**src/rtl/lpstop_pkg.sv**
```systemverilog
package lpstop_pkg;
   localparam int unsigned CTL_W    = 8;
   localparam int unsigned BIT_LOCK = 7;
   localparam int unsigned BIT_WAKE = 6;
   localparam int unsigned BIT_AUTO = 5;
   localparam int unsigned BIT_ACK  = 4;
   localparam int unsigned BIT_STOP = 3;

   typedef enum logic [2:0] {
      ST_RUN     = 3'd0,
      ST_DRAIN   = 3'd1,
      ST_GATED   = 3'd2,
      ST_STOPPED = 3'd3,
      ST_NAP     = 3'd4
   } pwr_state_e;

   typedef struct packed {
      logic lock;
      logic wake;
      logic autos;
      logic stop;
   } ctl_t;
endpackage

```
**src/rtl/lpstop_rxedge.sv**
```systemverilog
module lpstop_rxedge #(
   parameter int unsigned STAGES = 2
) (
   input  logic clk,
   input  logic rst_n,
   input  logic rx_in,
   output logic fall
);
   generate
      if (STAGES < 2) begin : g_bad_stages
         $error("lpstop_rxedge: STAGES must be at least 2");
      end
   endgenerate

   logic [STAGES-1:0] chain;
   logic              prev;

   generate
      for (genvar i = 0; i < STAGES; i++) begin : g_stage
         if (i == 0) begin : g_first
            always_ff @(posedge clk or negedge rst_n) begin
               if (!rst_n) chain[0] <= 1'b1;
               else        chain[0] <= rx_in;
            end
         end else begin : g_next
            always_ff @(posedge clk or negedge rst_n) begin
               if (!rst_n) chain[i] <= 1'b1;
               else        chain[i] <= chain[i-1];
            end
         end
      end
   endgenerate

   always_ff @(posedge clk or negedge rst_n) begin
      if (!rst_n) prev <= 1'b1;
      else        prev <= chain[STAGES-1];
   end

   assign fall = prev & ~chain[STAGES-1];
endmodule

```
**src/rtl/lpstop_regs.sv**
```systemverilog
module lpstop_regs
   import lpstop_pkg::*;
#(
   parameter bit WAKE_PRESENT = 1'b1
) (
   input  logic             clk,
   input  logic             rst_n,
   input  logic             wr,
   input  logic             rd,
   input  logic [CTL_W-1:0] wdata,
   input  logic             priv_super,
   input  logic             rx_fall,
   input  logic             in_stop,
   input  logic             ack,
   output ctl_t             ctl,
   output logic [CTL_W-1:0] rdata,
   output logic             acc_err
);
   logic lock_q, wake_q, auto_q, stop_q;
   logic allowed, wr_ok, arm_block, wake_evt;
   logic [CTL_W-1:0] image;

   assign allowed   = ~lock_q | priv_super;
   assign wr_ok     = wr & allowed;
   assign arm_block = wr_ok & wdata[BIT_WAKE] & ~wake_q & rx_fall;
   assign wake_evt  = wake_q & rx_fall & in_stop;

   always_ff @(posedge clk or negedge rst_n) begin
      if (!rst_n) begin
         lock_q  <= 1'b0;
         auto_q  <= 1'b0;
         stop_q  <= 1'b0;
         acc_err <= 1'b0;
      end else begin
         acc_err <= wr & ~allowed;
         if (wr_ok) begin
            lock_q <= wdata[BIT_LOCK];
            auto_q <= wdata[BIT_AUTO];
            if (!arm_block) stop_q <= wdata[BIT_STOP];
         end
         if (wake_evt) stop_q <= 1'b0;
      end
   end

   generate
      if (WAKE_PRESENT) begin : g_wake
         always_ff @(posedge clk or negedge rst_n) begin
            if (!rst_n)                  wake_q <= 1'b0;
            else if (wr_ok && !arm_block) wake_q <= wdata[BIT_WAKE];
         end
      end else begin : g_no_wake
         assign wake_q = 1'b0;
      end
   endgenerate

   always_comb begin
      image           = '0;
      image[BIT_LOCK] = lock_q;
      image[BIT_WAKE] = wake_q;
      image[BIT_AUTO] = auto_q;
      image[BIT_ACK]  = ack;
      image[BIT_STOP] = stop_q;
   end

   assign rdata = (rd && allowed) ? image : '0;
   assign ctl   = '{lock: lock_q, wake: wake_q, autos: auto_q, stop: stop_q};
endmodule

```
**src/rtl/lpstop_fsm.sv**
```systemverilog
module lpstop_fsm
   import lpstop_pkg::*;
(
   input  logic clk,
   input  logic rst_n,
   input  logic stop_req,
   input  logic auto_save,
   input  logic core_idle,
   input  logic task_pending,
   output logic clk_en,
   output logic ack,
   output logic in_stop
);
   pwr_state_e state, nxt;

   always_comb begin
      nxt = state;
      unique case (state)
         ST_RUN: begin
            if (stop_req)                      nxt = core_idle ? ST_GATED : ST_DRAIN;
            else if (auto_save && !task_pending) nxt = ST_NAP;
         end
         ST_DRAIN: begin
            if (!stop_req)      nxt = ST_RUN;
            else if (core_idle) nxt = ST_GATED;
         end
         ST_GATED:   nxt = stop_req ? ST_STOPPED : ST_RUN;
         ST_STOPPED: if (!stop_req) nxt = ST_RUN;
         ST_NAP:     if (stop_req || !auto_save || task_pending) nxt = ST_RUN;
         default:    nxt = ST_RUN;
      endcase
   end

   always_ff @(posedge clk or negedge rst_n) begin
      if (!rst_n) begin
         state  <= ST_RUN;
         clk_en <= 1'b1;
         ack    <= 1'b0;
      end else begin
         state  <= nxt;
         clk_en <= !(nxt inside {ST_GATED, ST_STOPPED, ST_NAP});
         ack    <= (nxt == ST_STOPPED);
      end
   end

   assign in_stop = (state == ST_GATED) || (state == ST_STOPPED);
endmodule

```
**src/rtl/lpstop_ctrl.sv**
```systemverilog
module lpstop_ctrl
   import lpstop_pkg::*;
#(
   parameter int unsigned SYNC_STAGES  = 2,
   parameter bit          WAKE_PRESENT = 1'b1
) (
   input  logic       clk,
   input  logic       rst_n,
   input  logic       reg_wr,
   input  logic       reg_rd,
   input  logic [7:0] reg_wdata,
   input  logic       priv_super,
   output logic [7:0] reg_rdata,
   output logic       acc_err,
   input  logic       rx_pin,
   input  logic       core_idle,
   input  logic       task_pending,
   output logic       core_clk_en,
   output logic       stop_ack
);
   generate
      if (CTL_W != 8) begin : g_bad_width
         $error("lpstop_ctrl: control register must be 8 bits");
      end
   endgenerate

   ctl_t ctl;
   logic rx_fall;
   logic in_stop;

   lpstop_rxedge #(.STAGES(SYNC_STAGES)) u_rxedge (
      .clk   (clk),
      .rst_n (rst_n),
      .rx_in (rx_pin),
      .fall  (rx_fall)
   );

   lpstop_regs #(.WAKE_PRESENT(WAKE_PRESENT)) u_regs (
      .clk        (clk),
      .rst_n      (rst_n),
      .wr         (reg_wr),
      .rd         (reg_rd),
      .wdata      (reg_wdata),
      .priv_super (priv_super),
      .rx_fall    (rx_fall),
      .in_stop    (in_stop),
      .ack        (stop_ack),
      .ctl        (ctl),
      .rdata      (reg_rdata),
      .acc_err    (acc_err)
   );

   lpstop_fsm u_fsm (
      .clk          (clk),
      .rst_n        (rst_n),
      .stop_req     (ctl.stop),
      .auto_save    (ctl.autos),
      .core_idle    (core_idle),
      .task_pending (task_pending),
      .clk_en       (core_clk_en),
      .ack          (stop_ack),
      .in_stop      (in_stop)
   );
endmodule

```
**config.mk**
```make
export PLATFORM = sky130hd
export DESIGN_NAME = lpstop_ctrl
export DESIGN_NICKNAME = d
export VERILOG_FILES = /design/src/rtl/lpstop_pkg.sv /design/src/rtl/lpstop_rxedge.sv /design/src/rtl/lpstop_regs.sv /design/src/rtl/lpstop_fsm.sv /design/src/rtl/lpstop_ctrl.sv
export SDC_FILE = /design/constraint.sdc
export NUM_CORES = 1
export LEC_CHECK = 0
export CAP_MARGIN = 20
export CORE_MARGIN = 4
export CORE_UTILIZATION = 45
export DETAILED_ROUTE_END_ITERATION = 8
export DONT_BUFFER_PORTS = 1
export REMOVE_ABC_BUFFERS = 1
export SETUP_SLACK_MARGIN = 0.5
export SKIP_LAST_GASP = 1
export SYNTH_ARGS = -nofsm -noshare
export SYNTH_HDL_FRONTEND = slang
export SYNTH_SLANG_ARGS = --single-unit
```
**constraint.sdc**
```tcl
create_clock -name clk -period 1.6 [get_ports clk]
set_input_delay 0.16 -clock clk [delete_from_list [all_inputs] [get_ports clk]]
set_output_delay 0.16 -clock clk [all_outputs]
set_load 0.03 [all_outputs]
```
Word-level counts from Yosys, hierarchy flattened
Cells that the tools add are included.
{"block": "word_totals", "ff_bits": 13, "input_bits": 16, "out_inout_bits": 11, "elab_cells": 59}
{"block": "classes", "eq_ne": 8, "muxes": 13, "n_bitwise": 13, "reduce_logical": 14}
{"cell": "two-way mux 3 bit", "count": 6}
{"cell": "case mux 3 bit (5 select lines)", "count": 1}
{"cell": "equality test 3 x 2 -> 1 bit (second input constant)", "count": 4}
{"cell": "bitwise AND 1 bit", "count": 8}
{"cell": "two-way mux 8 bit", "count": 1}
{"cell": "equality test 3 bit (second input constant)", "count": 2}
{"cell": "logical NOT 1 bit", "count": 4}
{"cell": "two-way mux 2 bit", "count": 2}
{"cell": "NOT 1 bit", "count": 4}
{"cell": "equality test 3 x 1 -> 1 bit (second input constant)", "count": 1}
{"cell": "logical AND 1 bit", "count": 3}
{"cell": "logical NOT 3 bit", "count": 1}
{"cell": "logical OR 1 bit", "count": 3}
{"cell": "two-way mux 1 bit", "count": 3}
{"cell": "nonzero test 3 bit", "count": 1}
{"cell": "!= test 2 bit (second input constant)", "count": 1}
{"cell": "AND reduction 2 bit", "count": 1}
{"cell": "nonzero test 2 bit", "count": 1}
{"cell": "bitwise OR 1 bit", "count": 1}

Logic depth before layout (Yosys ltp)
{"block": "depth", "depth_word": 9, "mapped_depth": 3, "mapped_depth_nobuf": 3}

Hierarchy
A second synthesis with hierarchy kept.
{"block": "unflattened", "hier_cells": 55, "hier_area_um2": 628.1}
{"mod": "lpstop_regs", "n_inst": 1, "cells_each": 35, "area_each_um2": 351.6, "seq_area_each_um2": 125.1}
{"mod": "lpstop_fsm", "n_inst": 1, "cells_each": 16, "area_each_um2": 183.9, "seq_area_each_um2": 126.4}
{"mod": "lpstop_rxedge", "n_inst": 1, "cells_each": 4, "area_each_um2": 92.6, "seq_area_each_um2": 78.8}

Worst setup path after synthesis
Ideal clock, no wire load.
{"block": "synth_path", "path_type": "reg-to-reg", "from": "register u_rxedge.chain[1]", "to": "register u_regs.stop_q", "setup_time_ps": 127, "t_arrival_ps": 979, "t_required_ps": 1473, "slack_ps": 494, "stages_incl_launch_ff": 4, "n_path_buf": 0, "period_less_slack_ps": 1106, "path_cell_list": "dfstp_2 and4bb_1 o31ai_1 a21oi_1"}
{"block": "synth_between", "elab_chain_cells": 6, "elab_cells_between_ends": 9, "cone_classes": "1 x eq/ne; 1 x mux; 5 x bitwise; 2 x reduce/logical"}
{"element": "from (decl)", "line": "lpstop_rxedge.sv:15", "source": "logic [STAGES-1:0] chain;"}
{"element": "from (signal, indexed assignment)", "line": "lpstop_rxedge.sv:28", "source": "else chain[i] <= chain[i-1];"}
{"element": "NOT 1 bit (*)", "line": "lpstop_rxedge.sv:39", "source": "assign fall = prev & ~chain[STAGES-1];"}
{"element": "bitwise AND 1 bit (*)", "line": "lpstop_rxedge.sv:39"}
{"element": "bitwise AND 1 bit (2 in series)", "line": "lpstop_regs.sv:26", "source": "assign wake_evt = wake_q & rx_fall & in_stop;"}
{"element": "!= test 2 bit (no line) / nonzero test 2 bit (equally long branches)"}
{"element": "AND reduction 2 bit (no line)"}
{"element": "to (signal assigned)", "line": "lpstop_regs.sv:39", "source": "if (!arm_block) stop_q <= wdata[BIT_STOP];"}
{"element": "to (decl)", "line": "lpstop_regs.sv:19", "source": "logic lock_q, wake_q, auto_q, stop_q;"}
Mark *: on every way between the ends. The rest lies on a longest branch, timed or not.
A chain may end at the register's enable or synchronous reset.

Final worst setup path
{"block": "layout_path", "from": "register u_regs.lock_q", "to": "output port reg_rdata[3]"}
{"block": "layout_between", "elab_chain_cells": 4}
{"element": "from (decl)", "line": "lpstop_regs.sv:19"}
{"element": "from (signal assigned)", "line": "lpstop_regs.sv:37", "source": "lock_q <= wdata[BIT_LOCK];"}
{"element": "NOT 1 bit", "line": "lpstop_regs.sv:23", "source": "assign allowed = ~lock_q | priv_super;"}
{"element": "bitwise OR 1 bit", "line": "lpstop_regs.sv:23"}
{"element": "logical AND 1 bit", "line": "lpstop_regs.sv:65", "source": "assign rdata = (rd && allowed) ? image : '0;"}
{"element": "two-way mux 8 bit", "line": "lpstop_regs.sv:65"}
{"element": "to (decl)", "line": "lpstop_ctrl.sv:13", "source": "output logic [7:0] reg_rdata,"}
Every way passes these cells.

==> flow_summary_export.csv <==
group,metric,value,unit
route,drt_iter0_markers,3,
layout,antenna_cells,0,
global_routing,grt_overflow,0,
global_routing,grt_pass1_wl,1930,um
layout,synthToLayoutAreaGrowth,26.1,%
clock_network,cts_tree,"done",
sta,fin_setup_tns,0,ns
floorplanning,dieArea,1940,um^2
global_routing,grt.busiest_layer,"met2",
floorplanning,initial_core_util,49.9,%
pwr,pwr-share-seq,54.1,%
floorplanning,fp.coreArea,1170,um^2
sta,fin_crit_sh,76.0,%
logic_synthesis,synth_xor_area_share,0,%
logic_synthesis,syn-cell-area,584,um^2
place,hpwl,868,um
route,num_vias,392,
pwr,switching_power,0.253,mW
logic_synthesis,synth-adder-area-share,0,%
logic_synthesis,yosys-mux-area-fraction,5.14,%
floorplanning,boundaryPins,27,
place,place.port_buffers,0,
logic_synthesis,synth_compound_area_share,4.71,%
route,post_drt_wl_per_cell,16.9,um
sta,min_period,1.22,ns
pwr,cellPowerDensity,1110,nW/um^2
route,drc,0,
logic_synthesis,syn_area_per_cell,11.9,um^2
min_path,min_to,"u_regs.wake_q",
route,totalWireLength,1270,um
global_routing,grt_pass1_vias,421,
clock_network,cts_root_buf,"clkbuf_4",
sta,slew-limit-headroom,62.2,%
sta,final.setup_skew,0.000358,ns
global_routing,gr-usage-met1,16.0,%
sta,slew_violations,0,
worst_setup_path,reg2reg_depth,3,
logic_synthesis,yosys.cell_types.count,21,
clock_network,cts_buffer_depth,2,
global_routing,met3_usage,2.85,%
sta,rsz0062_at_grt,"true",
pwr,swShare,31.0,%
clock_network,clkLatencyLatePin,0.27,ns
layout,num-fill-cells,96,
worst_setup_path,critPathCaptureType,"output port",
worst_setup_path,setup.worst_path.class,"register to output port",
sta,finalHoldViolCount,0,
route,ant_nets,0,
route,viasPerCell,5.23,
worst_setup_path,critPathArrivalTime,1.06,ns
logic_synthesis,yosysSeqAreaShare,56.5,%
layout,nNetsFinal,78,
global_routing,grt_max_degree,14,
pwr,comb_power_share,22.1,%
logic_synthesis,synth-seq-cells,13,
logic_synthesis,ys.warnings.count,0,
layout,layout-drive-gt1-share,47.5,%
min_path,hp-start,"reg_wr",
pwr,vdd_ir_drop_max,0.000509,V
pwr,power.leakage,0.336,nW
global_routing,antenna_found_initial,0,
sta,worst_slew_pin_slew,0.566,ns
floorplanning,die_h,44.0,um
layout,regArea,332,um^2
run,cap_viol_max_count,0,
floorplanning,die-width,44.0,um
logic_synthesis,syn-instance-count,49,
worst_setup_path,timing.rr.end,"u_regs.stop_q",
worst_setup_path,regToRegSetupSlack,0.44,ns
clock_network,numClockSinks,13,
global_routing,use_met2,23.8,%
logic_synthesis,synth_top_family_by_area,"simple AND/OR/NAND/NOR gates",
pwr,clkPwrFrac,23.8,%
clock_network,cts_made_buffers,3,
min_path,min_path_type,"input port to register",
pwr,internal_power,0.564,mW
worst_setup_path,r2r_start,"u_rxedge.chain[1]",
worst_setup_path,cp-start-kind,"register",
place,gp_congestion,0.765,
worst_setup_path,crit_fanout,6,
layout,utilization,62.9,%
layout,multi_input_area,279,um^2
global_routing,globalRouteTotalUtil,14.1,%
floorplanning,num_rows,12,
min_path,whs_path_depth,2,
clock_network,ctsHtreeMaxLevel,1,
outcome,outcome,"finished clean",
worst_setup_path,cp.required,1.44,ns
sta,finalSetupViolations,0,
sta,max_freq,822,MHz
route,dr.pass1.iters,4,
logic_synthesis,synthSimpleGateAreaFrac,27.8,%
clock_network,clkTransAtPathRegs,0.07,ns
## timing repair
| item | CTS | global route |
|---|---|---|
| endpoints found under the setup margin | 6 | 9 |
| hold buffers | 3 | 0 |
| gates resized for setup | 11 | 6 |
| endpoints found under the hold margin | 15 | 0 |
| pin swaps | 8 | 3 |
| buffers inserted | 5 | 1 |
| gates cloned | 0 | 0 |
## sequential cells by signal (all words and copies together), names as in the netlist
signal and cells:
u_rxedge.prev 1, u_fsm.ack 1, u_regs.acc_err 1, u_regs.lock_q 1, u_regs.auto_q 1, u_rxedge.chain 2, u_fsm.clk_en 1, u_regs.stop_q 1
u_fsm.state 3, u_regs.wake_q 1
## kinds of logic after synthesis
family / after synthesis
and+or+nand+nor: 23
DFF: 13
AOI/OAI and AO/OA: 5
buffers and inverters: 5
muxes: 2
other: 1
## metrics by stage
step / hold WS, ns / area, um^2 / power [mW] / std cells / setup slack [ns]
after floorplan: -0.136 / 569 / 0.539 / 48 / 0.494
after global placement: -0.135 / 587 / 0.555 / 62 / 0.474
after detailed placement: -0.135 / 587 / 0.565 / 62 / 0.436
after CTS: 0.0250 / 707 / 0.813 / 74 / 0.376
after global routing: 0.0163 / 737 / 0.865 / 75 / 0.331
final: 0.0208 / 737 / 0.816 / 75 / 0.383
## cell usage after synthesis (all sizes together)
library cell,instances,area share [%]
nand4b,1,4.1
dfstp,4,18
nor3,1,0.86
nand2,2,1.7
inv,2,1.3
o31ai,1,1.3
o21ai,1,0.86
nor4,1,2.1
and3,5,5.4
nor2,6,3.9
conb,1,0.64
nand3,1,0.86
buf,3,3.9
and4bb,1,2.1
nand2b,4,5.6
dfrtp,9,39
and2b,1,1.3
mux2,2,5.1
a21oi,3,2.6
## cell type report
type / instances / area share [%]
sequential: 13 / 45.0
clock buffer: 4 / 3.57
inverter: 2 / 1.02
timing repair buffer: 9 / 10.2
multi-input combinational: 33 / 37.9
tap: 14 / 2.38
## cells in the final DEF, fill, tap and decap left out, types with 2 or more instances in the layout
cell type	count
clkbuf_4	3
conb_1	3
a21oi_1	2
inv_1	2
mux2_4	2
dfrtp_1	8
buf_4	6
and3_4	5
nand2b_1	3
dlygate4sd3_1	3
nor2_1	6
dfstp_2	4
## power by group through the flow
stage               combinational (mW)  sequential (mW)  clock (mW)
floorplan                        0.108            0.432           0
global placement                 0.115            0.440           0
detailed placement               0.120            0.445           0
CTS                              0.167            0.440       0.207
global route                     0.195            0.446       0.223
finish                           0.180            0.442       0.194
## layer usage
metal | wire length [um] | part of all wire, %
met4 | 0 | 0
met1 | 481 | 38
met5 | 0 | 0
met2 | 689 | 54
met3 | 94 | 7.4
## how the worst max path moves through the flow
stage | depth (start not counted) | to | startpoint | slack (ns)
2_1_floorplan | 3 | u_regs.stop_q | u_rxedge.chain[1] | 0.49
5_1_grt | 2 | reg_rdata[3] | u_regs.lock_q | 0.33
3_5_place_dp | 3 | u_regs.stop_q | u_rxedge.chain[1] | 0.44
3_3_place_gp | 3 | u_regs.stop_q | u_rxedge.chain[1] | 0.47
6_report | 2 | reg_rdata[3] | u_regs.lock_q | 0.38
4_1_cts | 2 | reg_rdata[3] | u_regs.lock_q | 0.38
## critical path: stages (launching register included)
cell	delay, ns
dfrtp_1	0.42
nand2b_4	0.12
and3_4	0.25
No activity file was read; power rests on OpenSTA's default activity.
